[config.mk]
export PLATFORM = sky130hd
export DESIGN_NAME = scaled_agu
export DESIGN_NICKNAME = d
export VERILOG_FILES = /design/src/rtl/agu_pkg.sv /design/src/rtl/agu_regfile.sv /design/src/rtl/agu_ea_calc.sv /design/src/rtl/agu_width_check.sv /design/src/rtl/scaled_agu.sv
export SDC_FILE = /design/constraint.sdc
export NUM_CORES = 2
export LEC_CHECK = 0
export BUFFER_PORTS_ARGS = -buffer_cell sky130_fd_sc_hd__buf_2
export CELL_PAD_IN_SITES_DETAIL_PLACEMENT = 0
export CELL_PAD_IN_SITES_GLOBAL_PLACEMENT = 1
export CORE_ASPECT_RATIO = 0.75
export CORE_MARGIN = 4
export CORE_UTILIZATION = 30
export CTS_BUF_LIST = sky130_fd_sc_hd__clkbuf_8
export CTS_CLUSTER_SIZE = 10
export DETAILED_ROUTE_END_ITERATION = 12
export GPL_TIMING_DRIVEN = 0
export MAX_ROUTING_LAYER = met4
export PLACE_DENSITY = 0.59
export SYNTH_ARGS = -nofsm -noshare
export SYNTH_HDL_FRONTEND = slang
export SYNTH_HIERARCHICAL = 1
export SYNTH_SLANG_ARGS = --single-unit
[constraint.sdc]
create_clock -name clk -period 14.8 [get_ports clk]
set_input_delay 2.96 -clock clk [delete_from_list [all_inputs] [get_ports clk]]
set_output_delay 2.96 -clock clk [all_outputs]
set_load 0.005 [all_outputs]
[src/rtl/agu_pkg.sv]
package agu_pkg;
  typedef enum logic [3:0] {
    M_POST_INC = 4'd0, M_POST_DEC = 4'd1, M_POST_OFS = 4'd2, M_IDX_N0 = 4'd3,
    M_IDX_RM   = 4'd4, M_DISP_S   = 4'd5, M_DISP_W   = 4'd6, M_PUSH   = 4'd7,
    M_POP      = 4'd8, M_SP_S     = 4'd9, M_SP_W     = 4'd10
  } agu_mode_e;

  typedef enum logic [1:0] {W_BYTE = 2'd0, W_WORD = 2'd1, W_LONG = 2'd2, W_DLONG = 2'd3} agu_width_e;
  typedef enum logic [1:0] {WB_NONE = 2'd0, WB_AREG = 2'd1, WB_SP = 2'd2} agu_wb_e;
  typedef enum logic [1:0] {K_AREG = 2'd0, K_NREG = 2'd1, K_SP = 2'd2} agu_kind_e;
endpackage

[src/rtl/agu_regfile.sv]
module agu_regfile
  import agu_pkg::*;
#(
  parameter int AW  = 32,
  parameter int NA  = 8,
  parameter int NN  = 4,
  localparam int AIW = $clog2(NA),
  localparam int NIW = $clog2(NN)
) (
  input  logic           clk,
  input  logic           rst_n,
  input  logic           wr_en,
  input  logic [1:0]     wr_kind,
  input  logic [AIW-1:0] wr_idx,
  input  logic [AW-1:0]  wr_data,
  input  logic           wb_en,
  input  agu_wb_e        wb_kind,
  input  logic [AIW-1:0] wb_idx,
  input  logic [AW-1:0]  wb_data,
  input  logic [AIW-1:0] rd_a_idx,
  input  logic [AIW-1:0] rd_m_idx,
  input  logic [NIW-1:0] rd_n_idx,
  output logic [AW-1:0]  rd_a,
  output logic [AW-1:0]  rd_m,
  output logic [AW-1:0]  rd_n,
  output logic [AW-1:0]  rd_n0,
  output logic [AW-1:0]  sp_val
);
  logic [AW-1:0] areg [NA];
  logic [AW-1:0] nreg [NN];
  logic [AW-1:0] sp_q;
  logic          n_hit;

  assign n_hit = ({1'b0, wr_idx} < (AIW+1)'(NN));

  // The port load comes after the write-back, so it wins on a collision.
  always_ff @(posedge clk or negedge rst_n) begin
    if (!rst_n) begin
      for (int i = 0; i < NA; i++) areg[i] <= '0;
      for (int i = 0; i < NN; i++) nreg[i] <= '0;
      sp_q <= '0;
    end else begin
      if (wb_en && wb_kind == WB_AREG) areg[wb_idx] <= wb_data;
      if (wb_en && wb_kind == WB_SP)   sp_q <= wb_data;
      if (wr_en) begin
        case (wr_kind)
          K_AREG:  areg[wr_idx] <= wr_data;
          K_NREG:  if (n_hit) nreg[wr_idx[NIW-1:0]] <= wr_data;
          K_SP:    sp_q <= wr_data;
          default: ;
        endcase
      end
    end
  end

  assign rd_a   = areg[rd_a_idx];
  assign rd_m   = areg[rd_m_idx];
  assign rd_n   = nreg[rd_n_idx];
  assign rd_n0  = nreg[0];
  assign sp_val = sp_q;

  // a stack-pointer load always lands, whatever the write-back did
  a_r11_load_wins: assert property (@(posedge clk) disable iff (!rst_n)
    (wr_en && wr_kind == K_SP) |=> sp_q == $past(wr_data));
endmodule

[src/rtl/agu_ea_calc.sv]
module agu_ea_calc
  import agu_pkg::*;
#(
  parameter int AW  = 32,
  parameter int DSW = 8,
  parameter int DWW = 16
) (
  input  logic [3:0]     mode,
  input  logic [1:0]     width,
  input  logic [AW-1:0]  base,
  input  logic [AW-1:0]  idx_m,
  input  logic [AW-1:0]  ofs_n,
  input  logic [AW-1:0]  ofs_n0,
  input  logic [AW-1:0]  sp,
  input  logic [DSW-1:0] disp_s,
  input  logic [DWW-1:0] disp_w,
  output logic [AW-1:0]  ea,
  output logic [AW-1:0]  nxt,
  output agu_wb_e        wb_kind,
  output logic           illegal
);
  localparam logic [AW-1:0] SP_STEP = AW'(8);

  logic [AW-1:0] step, n_sc, n0_sc, m_sc, ds_sx, ds_zx, dw_sx;

  assign step  = AW'(1) << width;
  assign n_sc  = ofs_n  << width;
  assign n0_sc = ofs_n0 << width;
  assign m_sc  = idx_m  << width;
  assign ds_sx = {{(AW-DSW){disp_s[DSW-1]}}, disp_s};
  assign ds_zx = {{(AW-DSW){1'b0}}, disp_s};
  assign dw_sx = {{(AW-DWW){disp_w[DWW-1]}}, disp_w};

  always_comb begin
    ea      = base;
    nxt     = base;
    wb_kind = WB_NONE;
    illegal = 1'b0;
    case (mode)
      M_POST_INC: begin nxt = base + step; wb_kind = WB_AREG; end
      M_POST_DEC: begin nxt = base - step; wb_kind = WB_AREG; end
      M_POST_OFS: begin nxt = base + n_sc; wb_kind = WB_AREG; end
      M_IDX_N0:   ea = base + n0_sc;
      M_IDX_RM:   ea = base + m_sc;
      M_DISP_S:   ea = base + ds_sx;
      M_DISP_W:   ea = base + dw_sx;
      M_PUSH:     begin ea = sp; nxt = sp + SP_STEP; wb_kind = WB_SP; end
      M_POP:      begin ea = sp - SP_STEP; nxt = sp - SP_STEP; wb_kind = WB_SP; end
      M_SP_S: begin
        ea      = sp - ds_zx;
        illegal = (width == W_BYTE) || (width == W_DLONG);
      end
      M_SP_W:     ea = sp + dw_sx;
      default:    illegal = 1'b1;
    endcase
  end
endmodule

[src/rtl/agu_width_check.sv]
module agu_width_check
  import agu_pkg::*;
#(
  parameter int NW = 4
) (
  input  logic [1:0]    width,
  input  logic [NW-2:0] ea_lo,
  output logic [NW-1:0] strobe,
  output logic          misalign
);
  logic [NW-2:0] mask;

  for (genvar g = 0; g < NW; g++) begin : g_strobe
    assign strobe[g] = (width == 2'(g));
  end

  assign mask     = (NW-1)'((1 << width) - 1);
  assign misalign = |(ea_lo & mask);
endmodule

[src/rtl/scaled_agu.sv]
module scaled_agu
  import agu_pkg::*;
#(
  parameter int AW  = 32,
  parameter int NA  = 8,
  parameter int NN  = 4,
  parameter int DSW = 8,
  parameter int DWW = 16,
  localparam int AIW = $clog2(NA),
  localparam int NIW = $clog2(NN),
  localparam int NW  = 4
) (
  input  logic           clk,
  input  logic           rst_n,
  input  logic           wr_en,
  input  logic [1:0]     wr_kind,
  input  logic [AIW-1:0] wr_idx,
  input  logic [AW-1:0]  wr_data,
  input  logic           req_valid,
  output logic           req_ready,
  input  logic [3:0]     req_mode,
  input  logic [1:0]     req_width,
  input  logic [AIW-1:0] req_areg,
  input  logic [AIW-1:0] req_rm,
  input  logic [NIW-1:0] req_ni,
  input  logic [DSW-1:0] req_disp_s,
  input  logic [DWW-1:0] req_disp_w,
  input  logic           mem_ready,
  output logic           mem_valid,
  output logic [AW-1:0]  mem_addr,
  output logic [NW-1:0]  mem_width,
  output logic           mem_misalign,
  output logic           mem_illegal
);
  logic [AW-1:0] base, idx_m, ofs_n, ofs_n0, sp_val, ea, nxt;
  logic [NW-1:0] strobe;
  agu_wb_e       wb_kind;
  logic          illegal, misalign, xfer, wb_en;

  assign req_ready = mem_ready;
  assign xfer      = req_valid && mem_ready;
  assign wb_en     = xfer && !illegal && (wb_kind != WB_NONE);

  agu_regfile #(.AW(AW), .NA(NA), .NN(NN)) u_rf (
    .clk(clk), .rst_n(rst_n),
    .wr_en(wr_en), .wr_kind(wr_kind), .wr_idx(wr_idx), .wr_data(wr_data),
    .wb_en(wb_en), .wb_kind(wb_kind), .wb_idx(req_areg), .wb_data(nxt),
    .rd_a_idx(req_areg), .rd_m_idx(req_rm), .rd_n_idx(req_ni),
    .rd_a(base), .rd_m(idx_m), .rd_n(ofs_n), .rd_n0(ofs_n0), .sp_val(sp_val)
  );

  agu_ea_calc #(.AW(AW), .DSW(DSW), .DWW(DWW)) u_calc (
    .mode(req_mode), .width(req_width), .base(base), .idx_m(idx_m),
    .ofs_n(ofs_n), .ofs_n0(ofs_n0), .sp(sp_val),
    .disp_s(req_disp_s), .disp_w(req_disp_w),
    .ea(ea), .nxt(nxt), .wb_kind(wb_kind), .illegal(illegal)
  );

  agu_width_check #(.NW(NW)) u_wchk (
    .width(req_width), .ea_lo(ea[NW-2:0]), .strobe(strobe), .misalign(misalign)
  );

  assign mem_addr     = ea;
  assign mem_valid    = req_valid && !illegal;
  assign mem_illegal  = req_valid && illegal;
  assign mem_width    = req_valid ? strobe : '0;
  assign mem_misalign = req_valid && !illegal && misalign;

  // exactly one width line while a request is valid
  a_r1_width_onehot: assert property (@(posedge clk) disable iff (!rst_n)
    req_valid |-> $onehot(mem_width));

  // a legal accepted push moves the stack pointer up by eight
  a_r7_push_step: assert property (@(posedge clk) disable iff (!rst_n)
    (xfer && req_mode == M_PUSH && !(wr_en && wr_kind == K_SP))
      |=> sp_val == $past(sp_val) + AW'(8));

  // the illegal flag only appears for stack short displacement at byte/two-long or unknown modes
  a_r8_illegal_cause: assert property (@(posedge clk) disable iff (!rst_n)
    mem_illegal |-> ((req_mode == M_SP_S && (req_width == W_BYTE || req_width == W_DLONG))
                     || req_mode > M_SP_W));

  // a byte access can never be misaligned
  a_r9_byte_aligned: assert property (@(posedge clk) disable iff (!rst_n)
    mem_misalign |-> mem_width != NW'(1));

  // with no transfer and no load, the stack pointer holds
  a_r10_stall_hold: assert property (@(posedge clk) disable iff (!rst_n)
    (!mem_ready && !wr_en) |=> $stable(sp_val));
endmodule

==> impl_metrics.json <==
{
  "ios": 120,
  "place_ws_ns": 2.55,
  "drive_above_1_share_pct": 18.3,
  "ys.flop_type": "dfrtp_1",
  "fin_crit_sh_pct": 85.1,
  "post_cts_resized": 0,
  "clk_pin_slew_worst_paths_ns": 0.06,
  "cts_hold_buffers": 0,
  "place.gp.congestion": 1.02,
  "ctsHtreeMaxLevel": 3,
  "drcViolationCount": 0,
  "synth_top_family_by_area": "multiplexers",
  "synth-seq-area-share_pct": 30.0,
  "rsz0062_at_grt": "no",
  "endpoint_kind": "output pin",
  "power.density_nw_per_um2": 131,
  "grt_max_degree": 114,
  "multiInputGateArea_um2": 22200,
  "setup_ws_ns": 2.21,
  "drv_slew": 5,
  "crit_fanout": 10,
  "clk_latency_ns": 0.71,
  "cts_buffers": 73,
  "io_buffers": 109,
  "cts-root-buf": "clkbuf_8",
  "hpwlAfterDp_mm": 144,
  "die_w_um": 401,
  "areaGrowthSynthToFinish_pct": 11.6,
  "busiest_layer": "met1",
  "core_area_um2": 114000,
  "viasPerCell": 6.40,
  "syn_area_um2": 34700,
  "layout.nets": 4247,
  "vdd_drop_max_mv": 0.0620,
  "startpoint_type": "primary input",
  "antenna_found_initial": 4,
  "first_pass_iters": 6,
  "syn_nets": 4058,
  "cp.required_ns": 11.84,
  "synthTopCellsByArea": "dfrtp_1 (30%), mux4_2 (12%), mux2_2 (6.1%), o21ai_0 (5.1%), a31oi_1 (4.9%)",
  "dieArea_um2": 121000,
  "yosys.area_share.simple_pct": 16.4,
  "post_synth.cell_area_avg_um2": 8.97,
  "hold_viol": 0,
  "final.setup_skew_ns": 0.0395,
  "cts_buffer_depth": 3,
  "nFillCells": 12000,
  "max_freq_ghz": 0.0794,
  "hold_class": "reg2reg",
  "p_leak_uw": 0.0150,
  "drt_iter0_markers": 5347,
  "fin_crit_ns": 12.59,
  "postRouteAntennaNets": 0,
  "grt_pass1_wl_mm": 259,
  "arrival_ns": 9.63,
  "wirelength_mm": 185,
  "cts_setup_buffers": 0,
  "grt.overflow.total": 0,
  "vias": 36000,
  "synth_adder_area_share_pct": 4.22,
  "grt_pass1_vias": 33900,
  "clock-sinks": 416,
  "async_flop_share_pct": 100,
  "grt_use_total_pct": 30.3,
  "rows": 107,
  "start_util_pct": 30.4,
  "dieHeight_um": 302,
  "synth_top_cell_by_area": "dfrtp_1",
  "finalSetupViolCount": 0,
  "violations": "capacitance limit, slew limit",
  "synthXorXnorAreaFrac_pct": 2.68,
  "relSlewSlack_pct": -11.8,
  "synth-seq-cells": 416,
  "synth_mux_area_share_pct": 21.1,
  "yosys_warnings": 6,
  "synth_top_area_share_pct": 30.0,
  "synth_compound_area_share_pct": 19.5,
  "seq_area_um2": 10400,
  "use_met1_pct": 44.2,
  "yosys.cell_types.count": 102,
  "maxCapViolCount": 1,
  "syn-instance-count": 3863,
  "fin_util_pct": 33.9,
  "wire_per_inst_um": 32.8,
  "synth_edf_count": 0,
  "status": "finished, violations left",
  "cts_tree": "built",
  "worst_pin_slew_ns": 1.66,
  "met3_usage_pct": 7.83,
  "grt_use_met2_pct": 40.2,
  "setup_tns_ns": 0,
  "critical_path_class": "in2out"
}
## power by group
group	total, uW	leakage [uW]	switching, uW	internal [uW]
clock	1150	0.000799	562	585
sequential	1640	0.00505	239	1400
combinational	2300	0.00912	1380	918
total	5090	0.0150	2180	2910
## final timing paths
| kind | depth (start not counted) | slack (ns) | endpoint | from |
|---|---|---|---|---|
| max in group asynchronous | 5 | 10.27 | u_rf/areg[21] | rst_n |
| hold reg to reg | 1 | 0.49 | u_rf/nreg[7] | u_rf/nreg[7] |
| setup / recovery | 18 | 2.21 | mem_addr[25] | req_width[0] |
| hold / removal | 1 | 0.49 | u_rf/nreg[7] | u_rf/nreg[7] |
| min in group asynchronous | 1 | 2.19 | u_rf/nreg[38] | rst_n |
| setup reg to reg | 20 | 8.53 | u_rf/areg[63] | u_rf/rd_n0[2] |
## state kept, by name, indices dropped and copies added, names as in the netlist
signal and count:
u_rf/areg 256, u_rf/nreg 96, u_rf/rd_n0 32, u_rf/sp_val 32
## per-layer routing
layer / part of all wire [%] / vias to the layer above
met3: 12 / 334
li1: - / 15000
met2: 40 / 2341
met5: 0 / -
met1: 45 / 18300
met4: 3.7 / 0
## kinds of logic (layout without fill, tap and decap cells)
kind of cell | after synthesis | count (layout)
compound gates | 1093 | 1093
xor+xnor | 106 | 106
fa+ha+maj | 115 | 115
buf+inv | 496 | 729
flops | 416 | 416
mux | 482 | 482
other cells | 0 | 1
simple gates | 1155 | 1155
## cell usage after synthesis (10+ instances only)
master	number
a211o_1	10
a211oi_1	20
a21o_1	46
a21oi_1	163
a221o_1	10
a221oi_1	26
a31oi_1	272
and3_1	44
buf_1	53
buf_2	72
buf_4	35
clkbuf_1	292
dfrtp_1	416
ha_1	112
inv_1	38
mux2_2	188
mux2i_1	105
mux4_2	180
nand2_1	235
nand2b_1	23
nand3_1	249
nand4_1	13
nor2_1	182
nor2b_1	29
nor3_1	290
o211ai_1	14
o21a_1	21
o21ai_0	351
o21ai_1	13
o221ai_1	17
o22ai_1	41
or3_1	11
xnor2_1	62
xor2_1	44
## cell usage in the layout (no fill, tap or decap), types with 14 or more instances in the layout
cell type  count
nor3_1       290
o211ai_1      14
o221ai_1      17
a21oi_1      163
dfrtp_1      416
mux4_2       180
inv_1         54
nand2_1      235
clkbuf_8      94
a211oi_1      20
nor2_1       182
nand2b_1      23
a221oi_1      26
buf_2        180
o21a_1        21
mux2_2       188
o21ai_1       14
o22ai_1       41
a21o_1        46
ha_1         112
buf_1         53
nand3_1      249
o21ai_0      350
clkbuf_1     292
xnor2_1       62
xor2_1        44
mux2i_1      105
nor2b_1       29
and3_1        44
buf_4         35
a31oi_1      272
## worst max-delay path: stages
cell and delay, ns:
buf_2 0.36, buf_1 0.68, clkbuf_1 0.77, buf_1 0.90, mux2i_1 0.40, o22ai_1 0.16
nor2_1 0.16, ha_1 0.30, nand2_1 0.21, nor3_1 0.09, a221oi_1 0.58, a21oi_1 0.44
nor4_1 0.51, o311ai_1 0.19, a21oi_1 0.30, mux2i_1 0.15, a221o_1 0.32, buf_2 0.13
## final cells by class
cell class              count  area share (%)
multi-input cells        2951            57.2
repair buffers            114            1.75
diodes                      1         0.00647
clock buffers              94            3.34
plain buffers             455            5.04
flip-flops and latches    416            26.9
clock inverters            25           0.391
well taps                1526            4.93
inverters                  41           0.398
## stage by stage
| stage | cell area [um2] | cells | hold WS, ns | power [uW] |
|---|---|---|---|---|
| after CTS | 38700 | 5622 | 0.488 | 5030 |
| after detailed placement | 37300 | 5503 | 0.473 | 3890 |
| after global placement | 37100 | 5498 | 0.469 | 3870 |
| after floorplan | 34700 | 3863 | 0.453 | 3030 |
| after global routing | 38700 | 5623 | 0.499 | 5310 |
| final | 38700 | 5623 | 0.488 | 5090 |
Power figures use the tool's default switching activity.
